--- src/rtl/ssb_pkg.sv ---
package ssb_pkg;
  localparam int STAT_W    = 7;
  localparam int BYTE_W    = STAT_W + 1;
  localparam int REG_N     = 4;
  localparam int ADR_W     = 5;
  localparam int FIRST_ADR = 4;
endpackage

--- src/rtl/ssb_parity.sv ---
module ssb_parity #(
  parameter int W = ssb_pkg::STAT_W
) (
  input  logic [W-1:0] bits_i,
  output logic [W:0]   byte_o
);
  // odd number of ones gives a set top bit
  assign byte_o = {^bits_i, bits_i};
endmodule

--- src/rtl/ssb_latch_reg.sv ---
module ssb_latch_reg #(
  parameter int W = ssb_pkg::STAT_W
) (
  input  logic         clk,
  input  logic         rst,
  input  logic         upd,
  input  logic         hit,
  input  logic [W-1:0] evt,
  output logic [W-1:0] q_o,
  output logic [W-1:0] nxt_o
);
  logic [W-1:0] q;
  logic         pend;

  always_comb begin
    nxt_o = q;
    if (upd) nxt_o = pend ? evt : (q | evt);
  end

  always_ff @(posedge clk) begin
    if (rst) begin
      q    <= '0;
      pend <= 1'b0;
    end else begin
      q    <= nxt_o;
      pend <= upd ? hit : (pend | hit);
    end
  end

  assign q_o = q;

  assert_frozen_R5: assert property (@(posedge clk) disable iff (rst)
    !upd |=> $stable(q_o));
  assert_sticky_R4: assert property (@(posedge clk) disable iff (rst)
    (upd && !pend) |=> ((q_o & $past(q_o)) == $past(q_o)));
  assert_event_wins_R7: assert property (@(posedge clk) disable iff (rst)
    (upd && pend) |=> (q_o == $past(evt)));
  assert_read_marks_R6: assert property (@(posedge clk) disable iff (rst)
    (!upd && hit) |=> pend);
endmodule

--- src/rtl/ssb_live_reg.sv ---
module ssb_live_reg #(
  parameter int W          = ssb_pkg::STAT_W,
  parameter bit STICKY_EN  = 1'b0,
  parameter int STICKY_BIT = 2
) (
  input  logic         clk,
  input  logic         rst,
  input  logic         upd,
  input  logic [W-1:0] din,
  input  logic         set_i,
  input  logic         clr_i,
  output logic [W-1:0] q_o
);
  localparam logic [W-1:0] KEEP = STICKY_EN ? ~(W'(1) << STICKY_BIT) : '1;

  logic [W-1:0] q;

  always_ff @(posedge clk) begin
    if (rst) begin
      q <= '0;
    end else if (upd) begin
      q <= din;
      if (STICKY_EN) q[STICKY_BIT] <= set_i | (q[STICKY_BIT] & ~clr_i);
    end
  end

  assign q_o = q;

  assert_frozen_R5: assert property (@(posedge clk) disable iff (rst)
    !upd |=> $stable(q_o));
  assert_follow_R3: assert property (@(posedge clk) disable iff (rst)
    upd |=> ((q_o & KEEP) == ($past(din) & KEEP)));

  if (STICKY_EN) begin : g_wd_chk
    assert_wd_set_R9: assert property (@(posedge clk) disable iff (rst)
      (upd && set_i) |=> q_o[STICKY_BIT]);
    assert_wd_hold_R9: assert property (@(posedge clk) disable iff (rst)
      (q_o[STICKY_BIT] && !(upd && clr_i)) |=> q_o[STICKY_BIT]);
  end
endmodule

--- src/rtl/stat_snap_bank.sv ---
module stat_snap_bank #(
  parameter int                 W          = ssb_pkg::STAT_W,
  parameter int                 NREG       = ssb_pkg::REG_N,
  parameter int                 AW         = ssb_pkg::ADR_W,
  parameter int                 BASE       = ssb_pkg::FIRST_ADR,
  parameter logic [NREG-1:0]    LATCH_MASK = 4'b0110,
  parameter int                 WD_REG     = 0,
  parameter int                 WD_BIT     = 2
) (
  input  logic                  clk,
  input  logic                  rst,
  input  logic                  cs_n,
  input  logic                  rd_stb,
  input  logic [AW-1:0]         rd_addr,
  input  logic [NREG*W-1:0]     cond_in,
  input  logic                  wd_evt,
  input  logic                  wd_clr,
  output logic [NREG*(W+1)-1:0] stat_o,
  output logic                  err_n
);
  localparam int BW = W + 1;

  logic             upd;
  logic [W-1:0]     q_arr   [NREG];
  logic [W-1:0]     nxt_arr [NREG];
  logic [NREG*W-1:0] lat_q_flat;
  logic [NREG*W-1:0] lat_n_flat;
  logic             err_n_q;

  assign upd = cs_n;

  for (genvar i = 0; i < NREG; i++) begin : g_reg
    localparam logic [AW-1:0] MY_ADR = AW'(BASE + i);

    if (LATCH_MASK[i]) begin : g_lat
      logic hit;
      assign hit = rd_stb && (rd_addr == MY_ADR);
      ssb_latch_reg #(.W(W)) u_lat (
        .clk   (clk),
        .rst   (rst),
        .upd   (upd),
        .hit   (hit),
        .evt   (cond_in[i*W +: W]),
        .q_o   (q_arr[i]),
        .nxt_o (nxt_arr[i])
      );
      assign lat_q_flat[i*W +: W] = q_arr[i];
      assign lat_n_flat[i*W +: W] = nxt_arr[i];
    end else begin : g_live
      ssb_live_reg #(
        .W          (W),
        .STICKY_EN  (i == WD_REG),
        .STICKY_BIT (WD_BIT)
      ) u_live (
        .clk   (clk),
        .rst   (rst),
        .upd   (upd),
        .din   (cond_in[i*W +: W]),
        .set_i (wd_evt),
        .clr_i (wd_clr),
        .q_o   (q_arr[i])
      );
      assign nxt_arr[i]             = '0;
      assign lat_q_flat[i*W +: W]   = '0;
      assign lat_n_flat[i*W +: W]   = '0;
    end

    ssb_parity #(.W(W)) u_par (
      .bits_i (q_arr[i]),
      .byte_o (stat_o[i*BW +: BW])
    );
  end

  always_ff @(posedge clk) begin
    if (rst)      err_n_q <= 1'b1;
    else if (upd) err_n_q <= ~|lat_n_flat;
  end

  assign err_n = err_n_q;

  assert_err_tracks_R8: assert property (@(posedge clk) disable iff (rst)
    err_n == !(|lat_q_flat));
  assert_err_frozen_R5: assert property (@(posedge clk) disable iff (rst)
    !cs_n |=> $stable(err_n));
endmodule

--- config.mk ---
export PLATFORM = sky130hd
export DESIGN_NAME = stat_snap_bank
export DESIGN_NICKNAME = d
export VERILOG_FILES = /design/src/rtl/ssb_pkg.sv /design/src/rtl/ssb_parity.sv /design/src/rtl/ssb_latch_reg.sv /design/src/rtl/ssb_live_reg.sv /design/src/rtl/stat_snap_bank.sv
export SDC_FILE = /design/constraint.sdc
export NUM_CORES = 1
export LEC_CHECK = 0
export BUFFER_PORTS_ARGS = -buffer_cell sky130_fd_sc_hd__buf_2
export CAP_MARGIN = 15
export CORE_UTILIZATION = 52
export CTS_CLUSTER_DIAMETER = 100
export DETAILED_ROUTE_END_ITERATION = 16
export PLACE_DENSITY = 0.82
export SLEW_MARGIN = 30
export SYNTH_ARGS = -nofsm -noshare
export SYNTH_HDL_FRONTEND = slang
export SYNTH_HIERARCHICAL = 1
export SYNTH_SLANG_ARGS = --single-unit
--- constraint.sdc ---
create_clock -name clk -period 2.5 [get_ports clk]
set_clock_uncertainty 0.05 [all_clocks]
set_input_delay 0.625 -clock clk [delete_from_list [all_inputs] [get_ports clk]]
set_output_delay 0.625 -clock clk [all_outputs]
set_load 0.05 [all_outputs]
**Word level (Yosys, flattened, before mapping)**

Index checks and enable logic that the tools add are counted.

- Eq/ne operators: 2
- Bitwise operators: 7
- Multiply operators: 0
- Reduce and logical (&&, ||, !) cells: 8
- Add/subtract/negate cells: 0
- Muxes and demuxes: 6
- Shifts and indexed selects: 0
- Divide/modulo/power cells: 0
- Magnitude comparators: 0

Operators by type and width:

| kind | count |
|---|---|
| 2-to-1 mux 7 bit | 4 |
| parity 7 bit | 4 |
| bitwise OR 7 bit | 2 |
| OR reduction 14 bit | 1 |
| == test 5 x 3 -> 1 bit, second input constant | 2 |
| bitwise OR 1 bit | 3 |
| logical AND 1 bit | 2 |
| 2-to-1 mux 1 bit | 2 |
| AND 1 bit | 1 |
| zero test 1 bit | 1 |
| NOT 1 bit | 1 |

- Memories: 0
- Bits in writable memories: 0
- Output and inout port bits: 33
- Register bits after elaboration: 31
- Memory bits (read-only): 0
- Logic and storage cells: 30
- Input bits: 39
- Latch bits: 0

**Longest topological paths before layout**

Gate-level depths: netlist of run 1.

- Depth after elaboration: 5
- Mapped depth: 6
- Depth with buffers taken out: 5

**By module**

Netlist of run 1, hierarchy kept.

By module, submodules not included:

| module | seq. area each (µm²) | instances | area each (µm²) | cells an instance |
|---|---|---|---|---|
| ssb_latch_reg | 160.2 | 2 | 380.4 | 42 |
| ssb_parity | 0.0 | 4 | 115.1 | 11 |
| ssb_live_reg (g_reg[0].g_live.u_live) | 140.1 | 1 | 256.5 | 23 |
| ssb_live_reg (g_reg[3].g_live.u_live) | 140.1 | 1 | 247.7 | 22 |
| stat_snap_bank | 20.0 | 1 | 97.6 | 12 |

**Worst setup path before layout of run 1**

Ideal clock, no wire load.

- Kind: reg-to-output
- Start: register g_reg[3].g_live.u_live.q[1]
- End: output stat_o[31]
- Required time: 1.825 ns
- Slack: 0.588 ns
- Path buffers: 0
- Stages on the path, launching flop included: 3
- Arrival: 1.237 ns
- Cell sequence: dfxtp_1 -> xnor3_1 -> xnor3_1

- Cells in the longest elaborated chain, start to end: 1

Ends and longest elaborated chain:

| element | line | RTL |
|---|---|---|
| start, declared | ssb_live_reg.sv:16 | `logic [W-1:0] q;` |
| start signal, assigned | ssb_live_reg.sv:22 | `q <= din;` |
| start signal, assigned by index | ssb_live_reg.sv:23 | `if (STICKY_EN) q[STICKY_BIT] <= set_i \| (q[STICKY_BIT] & ~clr_i);` |
| parity 7 bit | ssb_parity.sv:8 | `assign byte_o = {^bits_i, bits_i};` |
| end, declared | stat_snap_bank.sv:18 | `output logic [NREG*(W+1)-1:0] stat_o,` |

Every way passes these cells.

**Worst setup path in the final report of run 1**

- Start: register g_reg[0].g_live.u_live.q[1]
- End: output stat_o[7]

- Cells in the longest elaborated chain, start to end: 1

Ends and longest elaborated chain:

| element | line |
|---|---|
| start, declared | ssb_live_reg.sv:16 |
| start signal, assigned | ssb_live_reg.sv:22 |
| start signal, assigned by index | ssb_live_reg.sv:23 |
| parity 7 bit | ssb_parity.sv:8 |

Every way passes these cells.

==> results.tsv, run 1 <==
metric	value	unit
dr.pass1.iters	4	
syn-cell-area	1820	um2
synth-edff-count	0	
holdCritStartpoint	err_n	
antenna_cells	0	
fin_tns_setup	0	ns
worst_pin_slew	0.663	ns
ff2ff_path_depth	5	
grt_usage	0.175	
nets	266	
netlist.area_leader.share	0.340	
fmax	451	MHz
p_clk_frac	0.240	
ir_drop	0.330	mV
timing.rr.end	err_n	
p_seq_frac	0.405	
critPathMostFrequentCell	xnor3_1	
p_int	0.861	mW
dieHeight	61.2	um
die_area	3750	um2
synth_warnings	6	
min_period_over_period	0.887	
grt_pass1_wl	4640	um
hold_path_class	register to register	
p_total	1.35	mW
drive_gt1_frac	0.412	
dpl.hpwl	2190	um
end_kind	output port	
io_buffers	70	
hold_ws	0.418	ns
hold_depth	2	
grt_pass1_vias	1101	
fin_crit	2.22	ns
ios	72	
grt_max_degree	48	
path_cells	xnor3_1 > xnor3_1 > buf_2	
synthTopCellsByArea	dfxtp_1 (34%), buf_4 (12%), xnor3_1 (9.9%)	
cts_tree	built	
worstPathArrival	1.54	ns
critPathLaunchType	register	
critPathMaxFanout	3	
rsz0062_at_grt	false	
required	1.82	ns
routed_wl	3060	um
setup_viol	0	
regArea	621	um2
cts-resized-gates	0	
r2r_setup_slack	1.11	ns
power_frac_comb	0.355	
hold_buffers	0	
slew_violations	0	
switching_share	0.364	
power.density	666	nW/um2
slew_headroom	0.558	
worst_path_largest_cell_delay	0.40	ns
cts_root_buffer	clkbuf_4	
htree_num_levels	2	
hold_violations	0	
grt-ovfl-total	0	
ys_ff_latch	31	
synth_top_area_cell	dfxtp_1	
fillerInstances	313	
crit_slowest_cell	xnor3_1	
cts_inserted_buffers	5	
antenna_found_initial	0	
clockBufferDepth	2	
core_area	3340	um2
power.switching	0.493	mW
route.antenna.remaining_nets	0	
postSynthCellCount	185	
wl_per_cell	11.2	um
placed_area	1970	um2
multiInputGateArea	906	um2
syn_to_final_growth	11.6	%
initial_utilization	0.546	
clk_pin_slew	0.09	ns
vias	1317	
path_class	register to output port	
leakage	1.07	nW
fin_area	2030	um2
synth.yosys.seq_area_share	0.340	
cp_num_buf_inv	1	
drc	0	
gp_congestion	0.703	
row_count	21	
synth.most_common_cell	dfxtp_1	
synth_area_per_cell	9.85	um2
syn_nets	224	
die_w	61.2	um
status	complete, no violations	
avgViaCountPerCell	4.81	
cts.sinks	31	
drtIter0Drc	61	
synthArstFlopShare	0	
holdPathEnd	err_n	
synth_commonest_cells	dfxtp_1 (31), buf_4 (28), nand2_1 (22)	
cts_setup_buffers	0	
clk_latency	0.32	ns
reg2reg_from	g_reg[1].g_lat.u_lat/pend	
synthFlopType	dfxtp_1	
path_delay_family	XOR/XNOR gates	
maxCapViolations	0	
ys_types	21	
power by group through the flow:
stage | combinational, mW | clock [mW] | sequential (mW)
after floorplan | 0.419 | 0 | 0.560
after global placement | 0.479 | 0 | 0.559
after detailed placement | 0.482 | 0 | 0.561
after CTS | 0.484 | 0.344 | 0.549
after global routing | 0.509 | 0.367 | 0.554
final | 0.481 | 0.325 | 0.549
cell type report:
class,instances,area share
multi-input cells,115,0.445
flip-flops and latches,31,0.305
repair buffers,71,0.182
clock buffers,8,0.0338
well taps,46,0.0283
inverters,3,0.00554
how the worst max path moves through the flow:
stage | start | end | slack (ns) | depth (start not counted)
floorplan | g_reg[3].g_live.u_live/q_o[1] | stat_o[31] | 0.59 | 2
detailed placement | g_reg[0].g_live.u_live/q_o[1] | stat_o[7] | 0.62 | 3
global placement | g_reg[2].g_lat.u_lat/q_o[1] | stat_o[23] | 0.64 | 3
CTS | g_reg[0].g_live.u_live/q_o[1] | stat_o[7] | 0.25 | 3
global route | g_reg[2].g_lat.u_lat/q_o[1] | stat_o[23] | 0.18 | 3
finish | g_reg[0].g_live.u_live/q_o[1] | stat_o[7] | 0.28 | 3
placed cells by master (no fill, tap or decap), drive strengths merged, types with 2 or more instances in the layout:
cell,synthesis,final
a21bo,15,15
a21oi,18,18
buf,34,71
clkbuf,2,8
dfxtp,31,31
inv,3,3
mux2i,13,13
nand2,30,30
nand2b,2,2
nor2,13,13
nor3b,2,2
nor4,2,2
xnor2,8,8
xnor3,8,8
state kept, by name, indices dropped and copies added (netlist names):
signal,count
g.g_live.u_live/q_o,14
g.g_lat.u_lat/pend,2
g.g_lat.u_lat/q_o,14
err_n,1
cells by family after synthesis:
| group | Yosys count | synth area share |
|---|---|---|
| AO/OA/AOI/OAI | 33 | 0.146 |
| XOR/XNOR | 16 | 0.137 |
| buffers and inverters | 39 | 0.163 |
| flip-flops | 31 | 0.340 |
| multiplexers | 13 | 0.0714 |
| AND/OR/NAND/NOR | 53 | 0.142 |
through the flow:
step                      utilization  worst slack, ns  instances
after detailed placement        0.589            0.618        266
final                           0.610            0.282        274
after floorplan                     -            0.588        185
after CTS                       0.610            0.249        274
after global placement          0.589            0.636        266
after global routing            0.610            0.181        274
worst min-delay path, cell delays in order (launching register included):
cell and delay (ns):
dfxtp_1 0.33, a21oi_1 0.06, nand2_1 0.05
per-layer routing:
layer	routed length [um]	GRT usage	vias up
met4	40	0.0942	0
met3	266	0.0735	4
met2	1380	0.278	56
met5	0	0	-
met1	1370	0.201	585
li1	-	-	672
No activity file was read; power rests on OpenSTA's default activity.
==> run 2: changes to the inputs <==
--- a/config.mk
+++ b/config.mk
@@ -7,12 +7,11 @@
 export LEC_CHECK = 0
 export BUFFER_PORTS_ARGS = -buffer_cell sky130_fd_sc_hd__buf_2
 export CAP_MARGIN = 15
-export CORE_UTILIZATION = 52
+export CORE_UTILIZATION = 47
 export CTS_CLUSTER_DIAMETER = 100
 export DETAILED_ROUTE_END_ITERATION = 16
-export PLACE_DENSITY = 0.82
+export PLACE_DENSITY = 0.8
 export SLEW_MARGIN = 30
 export SYNTH_ARGS = -nofsm -noshare
 export SYNTH_HDL_FRONTEND = slang
-export SYNTH_HIERARCHICAL = 1
 export SYNTH_SLANG_ARGS = --single-unit
==> results.tsv, run 2 <==
metric	value	unit
status	complete, no violations	
final_cell_mix	buf_2 (70), nor2_1 (32), dfxtp_1 (31)	
ir_drop	0.496	mV
slew_violations	0	
hold_violations	0	
netlist.area_leader.share	0.455	
placed_area	1730	um2
syn_nets	184	
grt_usage	0.214	
io_buffers	70	
final_common_cell	buf_2	
syn_to_final_growth	29.9	%
cts_inserted_buffers	5	
antenna_found_initial	0	
fin_tns_setup	0	ns
critPathMostFrequentCell	xnor2_1	
maxCapViolations	0	
synth_area_per_cell	9.41	um2
fmax	463	MHz
nets	255	
die_w	55.9	um
critPathMaxFanout	4	
cts_tree	built	
grt_pass1_vias	1192	
crit_slowest_cell	dfxtp_1	
dpl.hpwl	2290	um
cts-resized-gates	0	
synth.yosys.seq_area_share	0.455	
cts_root_buffer	clkbuf_4	
p_seq_frac	0.448	
vias	1278	
grt_use_met2	0.356	
synth_warnings	0	
p_clk_frac	0.198	
clk_latency	0.32	ns
dp.cells	240	
cts_setup_buffers	0	
ys_types	21	
fin_area	1770	um2
synthArstFlopShare	0	
cts.sinks	31	
htree_num_levels	2	
worst_pin_slew	0.548	ns
p_int	0.761	mW
row_count	19	
clockBufferDepth	2	
drc	0	
end_kind	output port	
grt.busiest_layer	met2	
antenna_cells	0	
die_area	3120	um2
route.antenna.remaining_nets	0	
slew_headroom	0.634	
path_cells	xor2_1 > xnor2_1 > xnor2_1 > buf_2	
avgViaCountPerCell	5.20	
leakage	0.879	nW
post_layout_nonfiller_instances	246	
synth_top_area_cell	dfxtp_1	
switching_share	0.385	
power.density	698	nW/um2
synth.most_common_cell	nor2_1	
setup_viol	0	
rsz0062_at_grt	false	
ios	72	
hold_ws	0.452	ns
grt-ovfl-total	0	
power.switching	0.477	mW
routed_wl	3020	um
required	1.82	ns
min_period_over_period	0.864	
postSynthCellCount	145	
drive_gt1_frac	0.358	
wl_per_cell	12.3	um
critPathLaunchType	register	
fin_crit	2.16	ns
hold_path_class	register to register	
power_frac_comb	0.354	
path_class	register to output port	
ys_ff_latch	31	
synthTopCellsByArea	dfxtp_1 (46%), xnor2_1 (12%), mux2i_1 (9.5%)	
dr.pass1.iters	4	
syn-cell-area	1360	um2
grt_pass1_wl	5130	um
core_area	2760	um2
synthFlopType	dfxtp_1	
worst_path_largest_cell_delay	0.39	ns
dieHeight	55.9	um
drtIter0Drc	45	
hold_buffers	0	
p_total	1.24	mW
clk_pin_slew	0.08	ns
met1_usage	0.254	
synth-edff-count	0	
globalRouteMet3Util	0.0860	
gp_congestion	0.758	
grt_max_degree	32	
synth_commonest_cells	nor2_1 (32), dfxtp_1 (31), xnor2_1 (18)	
worstPathArrival	1.48	ns
initial_utilization	0.495	
[run 2: cell count changes after synthesis, moves of 3 or more]
| cell | change |
|---|---|
| a21oi_2 | -7 |
| nand2_1 | -18 |
| buf_4 | -28 |
| a21bo_1 | -15 |
| xnor2_1 | +10 |
| a22oi_1 | +15 |
| buf_2 | +3 |
| nand2_2 | -8 |
| buf_6 | -6 |
| a21oi_1 | -10 |
| xnor3_1 | -8 |
| nor2_1 | +19 |
| xor2_1 | +6 |
[run 2: metrics by stage]
stage,setup WS [ns],util
after floorplan,0.00442,-
after global placement,0.650,0.627
after detailed placement,0.619,0.627
after CTS,0.320,0.642
after global routing,0.209,0.642
final,0.341,0.642
[run 2: path summary, 6_finish.rpt]
path                               start    endpoint  slack (ns)  cells past startpoint
max          g_reg[1].g_lat.u_lat.q_o[3]  stat_o[15]        0.34                      4
max reg2reg  g_reg[1].g_lat.u_lat.q_o[2]       err_n        1.08                      4
min                                err_n       err_n        0.45                      2
min reg2reg                        err_n       err_n        0.45                      2
[run 2: critical path: cells and delay by family (launching register included)]
kind,cells,cell delay (ns)
XOR/XNOR,3,0.50
flip-flops,1,0.39
buffers and inverters,1,0.27
[run 2: logic make-up (layout without fill, tap and decap cells)]
logic type	Yosys count	in the layout	synth area share
AOI/OAI and AO/OA	25	25	0.135
xor gates and xnor gates	24	24	0.154
and+or+nand+nor	42	42	0.130
buffers and inverters	10	80	0.0303
DFF	31	31	0.455
muxes	13	13	0.0954
[run 2: power groups by stage]
stage	Combinational, mW	Clock [mW]	Sequential, mW
finish	0.438	0.245	0.554
global route	0.463	0.286	0.560
CTS	0.442	0.260	0.555
detailed placement	0.440	0	0.566
global placement	0.437	0	0.565
floorplan	0.236	0	0.666
[run 2: layer usage]
layer | routed length [um] | vias up
met2 | 1500 | 47
li1 | - | 646
met4 | 27 | 0
met5 | 0 | -
met3 | 223 | 4
met1 | 1270 | 581
[run 2: area by class of cell]
| type | instances | area [um2] |
|---|---|---|
| multi-input cells | 104 | 702 |
| well taps | 31 | 38.8 |
| inverters | 3 | 11.3 |
| repair buffers | 71 | 358 |
| flip-flops and latches | 31 | 621 |
| clock buffers | 6 | 41.3 |
| fillers | 267 | 986 |
